==> src/rtl/sa_pkg.sv <==
package sa_pkg;
    typedef enum logic [1:0] {
        PH_IDLE = 2'd0,
        PH_RUN  = 2'd1,
        PH_DONE = 2'd2
    } phase_e;
endpackage

==> src/rtl/sa_ctrl.sv <==
module sa_ctrl
    import sa_pkg::*;
#(
    parameter int N = 3,
    parameter int K = 4
) (
    input  logic clk,
    input  logic rst_n,
    input  logic start,
    output logic feed_en,
    output logic done
);
    localparam int LAST = 2 * N + K - 3;
    localparam int CW   = $clog2(LAST + 2);

    typedef struct packed {
        phase_e        ph;
        logic [CW-1:0] cnt;
    } ctrl_t;

    ctrl_t st_d, st_q;

    always_comb begin
        st_d = st_q;
        if (start) begin
            st_d.cnt = CW'(1);
            st_d.ph  = (LAST == 0) ? PH_DONE : PH_RUN;
        end else if (st_q.ph == PH_RUN) begin
            if (st_q.cnt == CW'(LAST)) begin
                st_d.ph = PH_DONE;
            end
            st_d.cnt = st_q.cnt + CW'(1);
        end
    end

    always_ff @(posedge clk or negedge rst_n) begin
        if (!rst_n) begin
            st_q <= '{ph: PH_IDLE, cnt: '0};
        end else begin
            st_q <= st_d;
        end
    end

    assign feed_en = start || ((st_q.ph == PH_RUN) && (st_q.cnt < CW'(K)));
    assign done    = (st_q.ph == PH_DONE);
endmodule

==> src/rtl/sa_skew.sv <==
module sa_skew #(
    parameter int DW    = 8,
    parameter int DEPTH = 1
) (
    input  logic          clk,
    input  logic          rst_n,
    input  logic          clr,
    input  logic [DW-1:0] din,
    output logic [DW-1:0] dout
);
    typedef struct packed {
        logic [DEPTH-1:0][DW-1:0] sr;
    } skew_t;

    skew_t st_d, st_q;

    always_comb begin
        st_d       = st_q;
        st_d.sr[0] = din;
        for (int s = 1; s < DEPTH; s++) begin
            st_d.sr[s] = clr ? '0 : st_q.sr[s-1];
        end
    end

    always_ff @(posedge clk or negedge rst_n) begin
        if (!rst_n) begin
            st_q <= '0;
        end else begin
            st_q <= st_d;
        end
    end

    assign dout = clr ? '0 : st_q.sr[DEPTH-1];
endmodule

==> src/rtl/sa_pe.sv <==
module sa_pe #(
    parameter int DW = 8,
    parameter int AW = 32
) (
    input  logic          clk,
    input  logic          rst_n,
    input  logic          clr,
    input  logic [DW-1:0] a_in,
    input  logic [DW-1:0] b_in,
    output logic [DW-1:0] a_out,
    output logic [DW-1:0] b_out,
    output logic [AW-1:0] acc
);
    localparam int PW = 2 * DW;

    typedef struct packed {
        logic [DW-1:0] a;
        logic [DW-1:0] b;
        logic [AW-1:0] acc;
    } pe_t;

    pe_t                 st_d, st_q;
    logic signed [PW-1:0] prod;
    logic signed [AW-1:0] prod_ext;
    logic signed [AW-1:0] base;

    always_comb begin
        prod     = $signed(a_in) * $signed(b_in);
        prod_ext = AW'(prod);
        base     = clr ? '0 : $signed(st_q.acc);
        st_d     = st_q;
        st_d.a   = a_in;
        st_d.b   = b_in;
        st_d.acc = base + prod_ext;
    end

    always_ff @(posedge clk or negedge rst_n) begin
        if (!rst_n) begin
            st_q <= '0;
        end else begin
            st_q <= st_d;
        end
    end

    assign a_out = st_q.a;
    assign b_out = st_q.b;
    assign acc   = st_q.acc;
endmodule

==> src/rtl/systolic_mm.sv <==
module systolic_mm #(
    parameter int N  = 3,
    parameter int K  = 4,
    parameter int DW = 8,
    parameter int AW = 32
) (
    input  logic              clk,
    input  logic              rst_n,
    input  logic              start,
    input  logic [N*DW-1:0]   a_col,
    input  logic [N*DW-1:0]   b_row,
    output logic              done,
    output logic [N*N*AW-1:0] c_flat
);
    logic          feed_en;
    logic [DW-1:0] a_gate [N];
    logic [DW-1:0] b_gate [N];
    logic [DW-1:0] a_edge [N];
    logic [DW-1:0] b_edge [N];
    logic [DW-1:0] a_in   [N][N];
    logic [DW-1:0] b_in   [N][N];
    logic [DW-1:0] a_out  [N][N];
    logic [DW-1:0] b_out  [N][N];
    logic [AW-1:0] acc    [N][N];

    sa_ctrl #(.N(N), .K(K)) u_ctrl (
        .clk     (clk),
        .rst_n   (rst_n),
        .start   (start),
        .feed_en (feed_en),
        .done    (done)
    );

    for (genvar l = 0; l < N; l++) begin : g_lane
        assign a_gate[l] = feed_en ? a_col[l*DW +: DW] : '0;
        assign b_gate[l] = feed_en ? b_row[l*DW +: DW] : '0;
        if (l == 0) begin : g_direct
            assign a_edge[l] = a_gate[l];
            assign b_edge[l] = b_gate[l];
        end else begin : g_delay
            sa_skew #(.DW(DW), .DEPTH(l)) u_skew_a (
                .clk   (clk),
                .rst_n (rst_n),
                .clr   (start),
                .din   (a_gate[l]),
                .dout  (a_edge[l])
            );
            sa_skew #(.DW(DW), .DEPTH(l)) u_skew_b (
                .clk   (clk),
                .rst_n (rst_n),
                .clr   (start),
                .din   (b_gate[l]),
                .dout  (b_edge[l])
            );
        end
    end

    for (genvar i = 0; i < N; i++) begin : g_row
        for (genvar j = 0; j < N; j++) begin : g_col
            if (j == 0) begin : g_a_edge
                assign a_in[i][j] = a_edge[i];
            end else begin : g_a_link
                assign a_in[i][j] = start ? '0 : a_out[i][j-1];
            end
            if (i == 0) begin : g_b_edge
                assign b_in[i][j] = b_edge[j];
            end else begin : g_b_link
                assign b_in[i][j] = start ? '0 : b_out[i-1][j];
            end

            sa_pe #(.DW(DW), .AW(AW)) u_pe (
                .clk   (clk),
                .rst_n (rst_n),
                .clr   (start),
                .a_in  (a_in[i][j]),
                .b_in  (b_in[i][j]),
                .a_out (a_out[i][j]),
                .b_out (b_out[i][j]),
                .acc   (acc[i][j])
            );

            assign c_flat[(i*N+j)*AW +: AW] = done ? acc[i][j] : '0;
        end
    end
endmodule

==> config.mk <==
export PLATFORM = sky130hd
export DESIGN_NAME = systolic_mm
export DESIGN_NICKNAME = d
export VERILOG_FILES = /design/src/rtl/sa_pkg.sv /design/src/rtl/sa_ctrl.sv /design/src/rtl/sa_skew.sv /design/src/rtl/sa_pe.sv /design/src/rtl/systolic_mm.sv
export SDC_FILE = /design/constraint.sdc
export NUM_CORES = 2
export LEC_CHECK = 0
export ABC_AREA = 1
export BUFFER_PORTS_ARGS = -buffer_cell sky130_fd_sc_hd__buf_2
export CAP_MARGIN = 40
export CORE_ASPECT_RATIO = 1.5
export CORE_UTILIZATION = 55
export DETAILED_ROUTE_END_ITERATION = 16
export PLACE_DENSITY = 0.84
export SYNTH_ARGS = -nofsm -noshare
export SYNTH_HDL_FRONTEND = slang
export SYNTH_SLANG_ARGS = --single-unit
==> constraint.sdc <==
create_clock -name clk -period 11.3 [get_ports clk]
set_clock_uncertainty 0.05 [all_clocks]
set_input_delay 2.825 -clock clk [delete_from_list [all_inputs] [get_ports clk]]
set_output_delay 2.825 -clock clk [all_outputs]
set_load 0.005 [all_outputs]
# After elaboration in Yosys (flattened, before gate mapping)
# Cells that the tools add are included.
# Widths: inputs -> output; s select.
# op_classes
addsub	10
n_mul	9
magnitude_cmp	1
eq_ne	3
muxes	45
n_reduce_logical	5
# op_table
operator	count
$mux 32	18
$add 32x16->32	9
$mux 8	24
$mul 8x8->16	9
$mux 6	2
$add 4x1->4 const B	1
$eq 4x3->1 const B	1
$lt 4x3->1 const B	1
$reduce_bool 2->1	2
$eq 2x1->1 const B	1
$eq 2x2->1 const B	1
$mux 2	1
$reduce_and 2->1	1
$logic_and 1x1->1	1
$logic_or 1x1->1	1
# totals
ff_bits	438
in_bits	51
output_inout_bits	289
word_cells	102

# Logic depth before layout (Yosys ltp)
# depth
ltp_word	6
ltp_mapped	28
depth_no_buf	27

# Modules after synthesis
# A second synthesis with hierarchy kept.
# unflattened
cells_unflattened	9080
area_unflattened_um2	72809.8
# modules_own_cells
mod	n_inst	cells_each	area_each_um2	seq_area_each_um2
sa_pe (g_row[1].g_col[0].u_pe ...)	3	871	7397.1	1201.2
sa_pe (g_row[0].g_col[0].u_pe ...)	2	915	7564.8	1201.2
sa_pe (g_row[2].g_col[2].u_pe)	1	923	7589.8	1201.2
sa_pe (g_row[2].g_col[0].u_pe)	1	871	7458.4	1201.2
sa_pe (g_row[0].g_col[2].u_pe)	1	872	7415.9	1201.2
sa_pe (g_row[2].g_col[1].u_pe)	1	872	7407.1	1201.2
systolic_mm	1	912	3666.0	0.0
sa_skew (g_lane[2].g_delay.u_skew_a ...)	2	50	554.3	400.4
sa_skew (g_lane[1].g_delay.u_skew_a ...)	2	25	271.5	200.2
sa_ctrl	1	37	300.3	150.1

# Worst setup path before layout
# No wires, ideal clock.
# synth_timing
path_kind	input to register
from	in start
to	reg g_row[1].g_col[2].u_pe.st_q (netlist bit g_row[1].g_col[2].u_pe.acc[24])
setup_ns	0.117
t_arrival_ns	10.252
required_ns	11.133
path_slack_ns	0.881
cell_stages	18
n_path_buf	3
cell_sequence	buf_2 buf_2 buf_2 nor3_1 fa_1 fa_1 fa_1 inv_1 fa_1 fa_1 inv_1 ha_1 or2_2 and2_1 nand3_1 nand3_1 nand2_1 nand2_1
# synth_lines
item	line_no	source
start: declaration	systolic_mm.sv:9	input logic start,
end signal: assignment	sa_pe.sv:41	st_q <= st_d;
end: declaration	sa_pe.sv:22	pe_t st_d, st_q;

==> flow_metrics.tcl <==
set metrics [dict create \
    min_period_over_period_pct 77.5 \
    antenna_found_initial 8 \
    grt_pass1_wl_um 320000 \
    dr.pass1.iters 8 \
    clock_latency_ps 680 \
    grt_max_degree 183 \
    post_drt_wl_per_cell_um 18.6 \
    io_pins 340 \
    numPlacedInstances 10527 \
    rows 159 \
    sequentialPowerShare_pct 14.4 \
    yosys_register_bits 438 \
    hold_class "register to register" \
    maxSlewViolCount 0 \
    synth_area_leader_cell "fa_1" \
    worstPathCellList "buf_8 -> inv_4 -> buf_4 -> nand2_1 -> nor2_1 -> fa_1 -> fa_1 -> inv_1 -> fa_1 -> inv_1 -> fa_1 -> ha_1 -> ha_1 -> nand2_1 -> nor2_1 -> nor3b_1 -> o21ai_0 -> nand4_1 -> nand2_1" \
    tightest_slew_ps 1220 \
    synth_seq_area_share_pct 15.8 \
    swShare_pct 55.0 \
    synth_warnings 0 \
    clockBufferDepth 3 \
    cap_violations 0 \
    cts_made_buffers 55 \
    synth.top_cell.area_share_pct 35.3 \
    max_freq_mhz 114 \
    remaining_drc_errors 0 \
    die_w_um 292 \
    cts_hold_buf 0 \
    combPwrFrac_pct 74.0 \
    clk_pin_slew_worst_paths_ps 60 \
    ff_latch_area_sq_um 11000 \
    pre_cts_ws_ps 1900 \
    syn_nets 10514 \
    multiInputGateArea_sq_um 49900 \
    grt_pass1_vias 61943 \
    vias 56120 \
    routed_via_density 5.28 \
    timing.setup.tns_ps 0 \
    area_growth_pct 8.64 \
    critPathCaptureType "register" \
    netlist_area_sq_um 69500 \
    ys_types 29 \
    nets 10880 \
    post_cts_resized 0 \
    intPower_w 0.00731 \
    die_area_sq_um 128000 \
    power_density_nw_per_um2 215 \
    slowest_delay_ps 610 \
    yosysMostFrequentCell "inv_1" \
    leakagePower_nw 44.8 \
    final_cell_count_no_fill 10632 \
    clockRootBuffer "clkbuf_16" \
    synthTopCellsByCount "2222 x inv_1, 1576 x nand2_1, 1365 x nor2_1, 1226 x fa_1, 629 x ha_1" \
    hold_violations 0 \
    setup_slack_ps 2550 \
    htree_levels 2 \
    synthCells 8608 \
    postCtsSetupBuffers 0 \
    setup_violations 0 \
    cts_tree "yes" \
    p_total_w 0.0162 \
    n_fill_cell 10826 \
    pwr-share-clk_pct 11.6 \
    initial_core_util_pct 55.5 \
    ys.flop_type "dfrtp_1" \
    utilization_pct 60.3 \
    port_buffers 339 \
    ir_drop_mv 0.566 \
    drt_iter0_markers 3247 \
    slew_headroom_pct 18.7 \
    die_y_um 437 \
    start_kind "input port" \
    drive_gt1_share_pct 6.05 \
    required_ps 11790 \
    status "finished clean" \
    synth_edf_count 0 \
    gr-usage-all-layers_pct 32.1 \
    synthTopCellsByArea "fa_1 35%, dfrtp_1 16%, inv_1 12%" \
    crit_slowest_cell "inv_1" \
    p_switching_w 0.00893 \
    clkSinkCount 438 \
    rsz0062_at_grt "no" \
    wl_um 198000 \
    grt-ovfl-total 0 \
    postRouteAntennaNets 0 \
    path_class "input port to register" \
    synth.avg_cell_area_sq_um 8.08 \
    arrival_ps 9250 \
    worstPathMaxFanout 68 \
    async_flop_share_pct 100 \
    routabilityCongestion 1.02 \
    cpMostUsedCell "fa_1" \
    place_hpwl_um 166000 \
    coreArea_sq_um 125000 \
    period_needed_ps 8750 \
]
metrics by stage:
stage	hold WS [ps]	cell area, sq um
floorplan	383	69500
global placement	395	73300
detailed placement	400	73700
CTS	418	75500
global route	440	75500
finish	412	75500
critical path: cells and delay by family:
| family | cells | cell delay, ps |
|---|---|---|
| buf+inv | 5 | 1720 |
| compound gates | 1 | 170 |
| simple gates | 7 | 1570 |
| fa+ha+maj | 6 | 2800 |
cells in the final DEF, fill, tap and decap left out, types with 7 or more instances in the layout:
| master | count |
|---|---|
| nand2_1 | 1576 |
| xnor2_1 | 30 |
| nor2_1 | 1348 |
| a21o_1 | 20 |
| nor2_2 | 10 |
| a21oi_1 | 217 |
| buf_16 | 10 |
| ha_1 | 629 |
| or2_2 | 8 |
| clkinvlp_4 | 7 |
| clkbuf_16 | 56 |
| o21ai_0 | 84 |
| xor2_1 | 128 |
| buf_4 | 36 |
| nand3_1 | 298 |
| inv_2 | 7 |
| buf_2 | 337 |
| nand2_2 | 12 |
| fa_1 | 1226 |
| and2_1 | 13 |
| nor3_1 | 59 |
| clkinv_2 | 15 |
| inv_1 | 2222 |
| dfrtp_1 | 438 |
| nand4_1 | 102 |
| inv_6 | 7 |
| o21bai_1 | 64 |
| buf_12 | 7 |
| nor2_4 | 9 |
| nor3b_1 | 10 |
cell families after synthesis:
| family | Yosys count | synth area share, % |
|---|---|---|
| XOR/XNOR | 158 | 1.99 |
| adder cells (fa/ha/maj) | 1855 | 46.6 |
| flip-flops | 438 | 15.8 |
| AND/OR/NAND/NOR | 3448 | 19.8 |
| buffers and inverters | 2319 | 12.6 |
| AO/OA/AOI/OAI | 390 | 3.15 |
power by group through the flow:
stage	sequential, W	clock [W]	combinational, W
floorplan	0.00225	0	0.00854
global placement	0.00235	0	0.0115
detailed placement	0.00236	0	0.0118
CTS	0.00233	0.00191	0.0120
global route	0.00237	0.00196	0.0135
finish	0.00233	0.00189	0.0120
per-layer routing:
layer / track usage [%] / vias to the layer above / routed length [um]
met3: 4.59 / 619 / 11300
met1: 35.4 / 27599 / 70300
met5: 0 / - / 40
met2: 58.0 / 1879 / 102000
li1: - / 26017 / -
met4: 19.7 / 6 / 14200
layout make-up:
| cell class | instances | area share, % |
|---|---|---|
| multi-input cells | 5851 | 66.0 |
| diodes | 2 | 0.00663 |
| flip-flops and latches | 438 | 14.5 |
| clock inverters | 38 | 0.449 |
| repair buffers | 396 | 3.26 |
| clock buffers | 65 | 1.98 |
| well taps | 1610 | 2.67 |
| inverters | 2232 | 11.1 |
path summary, 6_finish.rpt:
path                                                                  to  cells past startpoint                                    startpoint  slack, ps
min reg2reg                g_lane[2].g_delay.u_skew_a.st_q[10]$_DFF_PN0_                      2  g_lane[2].g_delay.u_skew_a.st_q[2]$_DFF_PN0_        410
max                             g_row[0].g_col[2].u_pe.acc[26]$_DFF_PN0_                     19                                         start       2550
max reg2reg                     g_row[0].g_col[0].u_pe.acc[30]$_DFF_PN0_                     20                    u_ctrl.st_q[4]$_DFFE_PN0P_       4870
max in group asynchronous      g_row[2].g_col[1].u_pe.a_out[0]$_DFF_PN0_                      3                                         rst_n       7280
min                        g_lane[2].g_delay.u_skew_a.st_q[10]$_DFF_PN0_                      2  g_lane[2].g_delay.u_skew_a.st_q[2]$_DFF_PN0_        410
min in group asynchronous       g_row[0].g_col[2].u_pe.acc[23]$_DFF_PN0_                      1                                         rst_n       2120
registers in the layout (all words and copies together), names as in the netlist:
name	cells
g_row.g_col.u_pe.a_out	48
g_lane.g_delay.u_skew_a.st_q	24
g_row.g_col.u_pe.acc	288
u_ctrl.st_q	6
g_row.g_col.u_pe.b_out	48
g_lane.g_delay.u_skew_b.st_q	24
No activity file was read; power rests on OpenSTA's default activity.
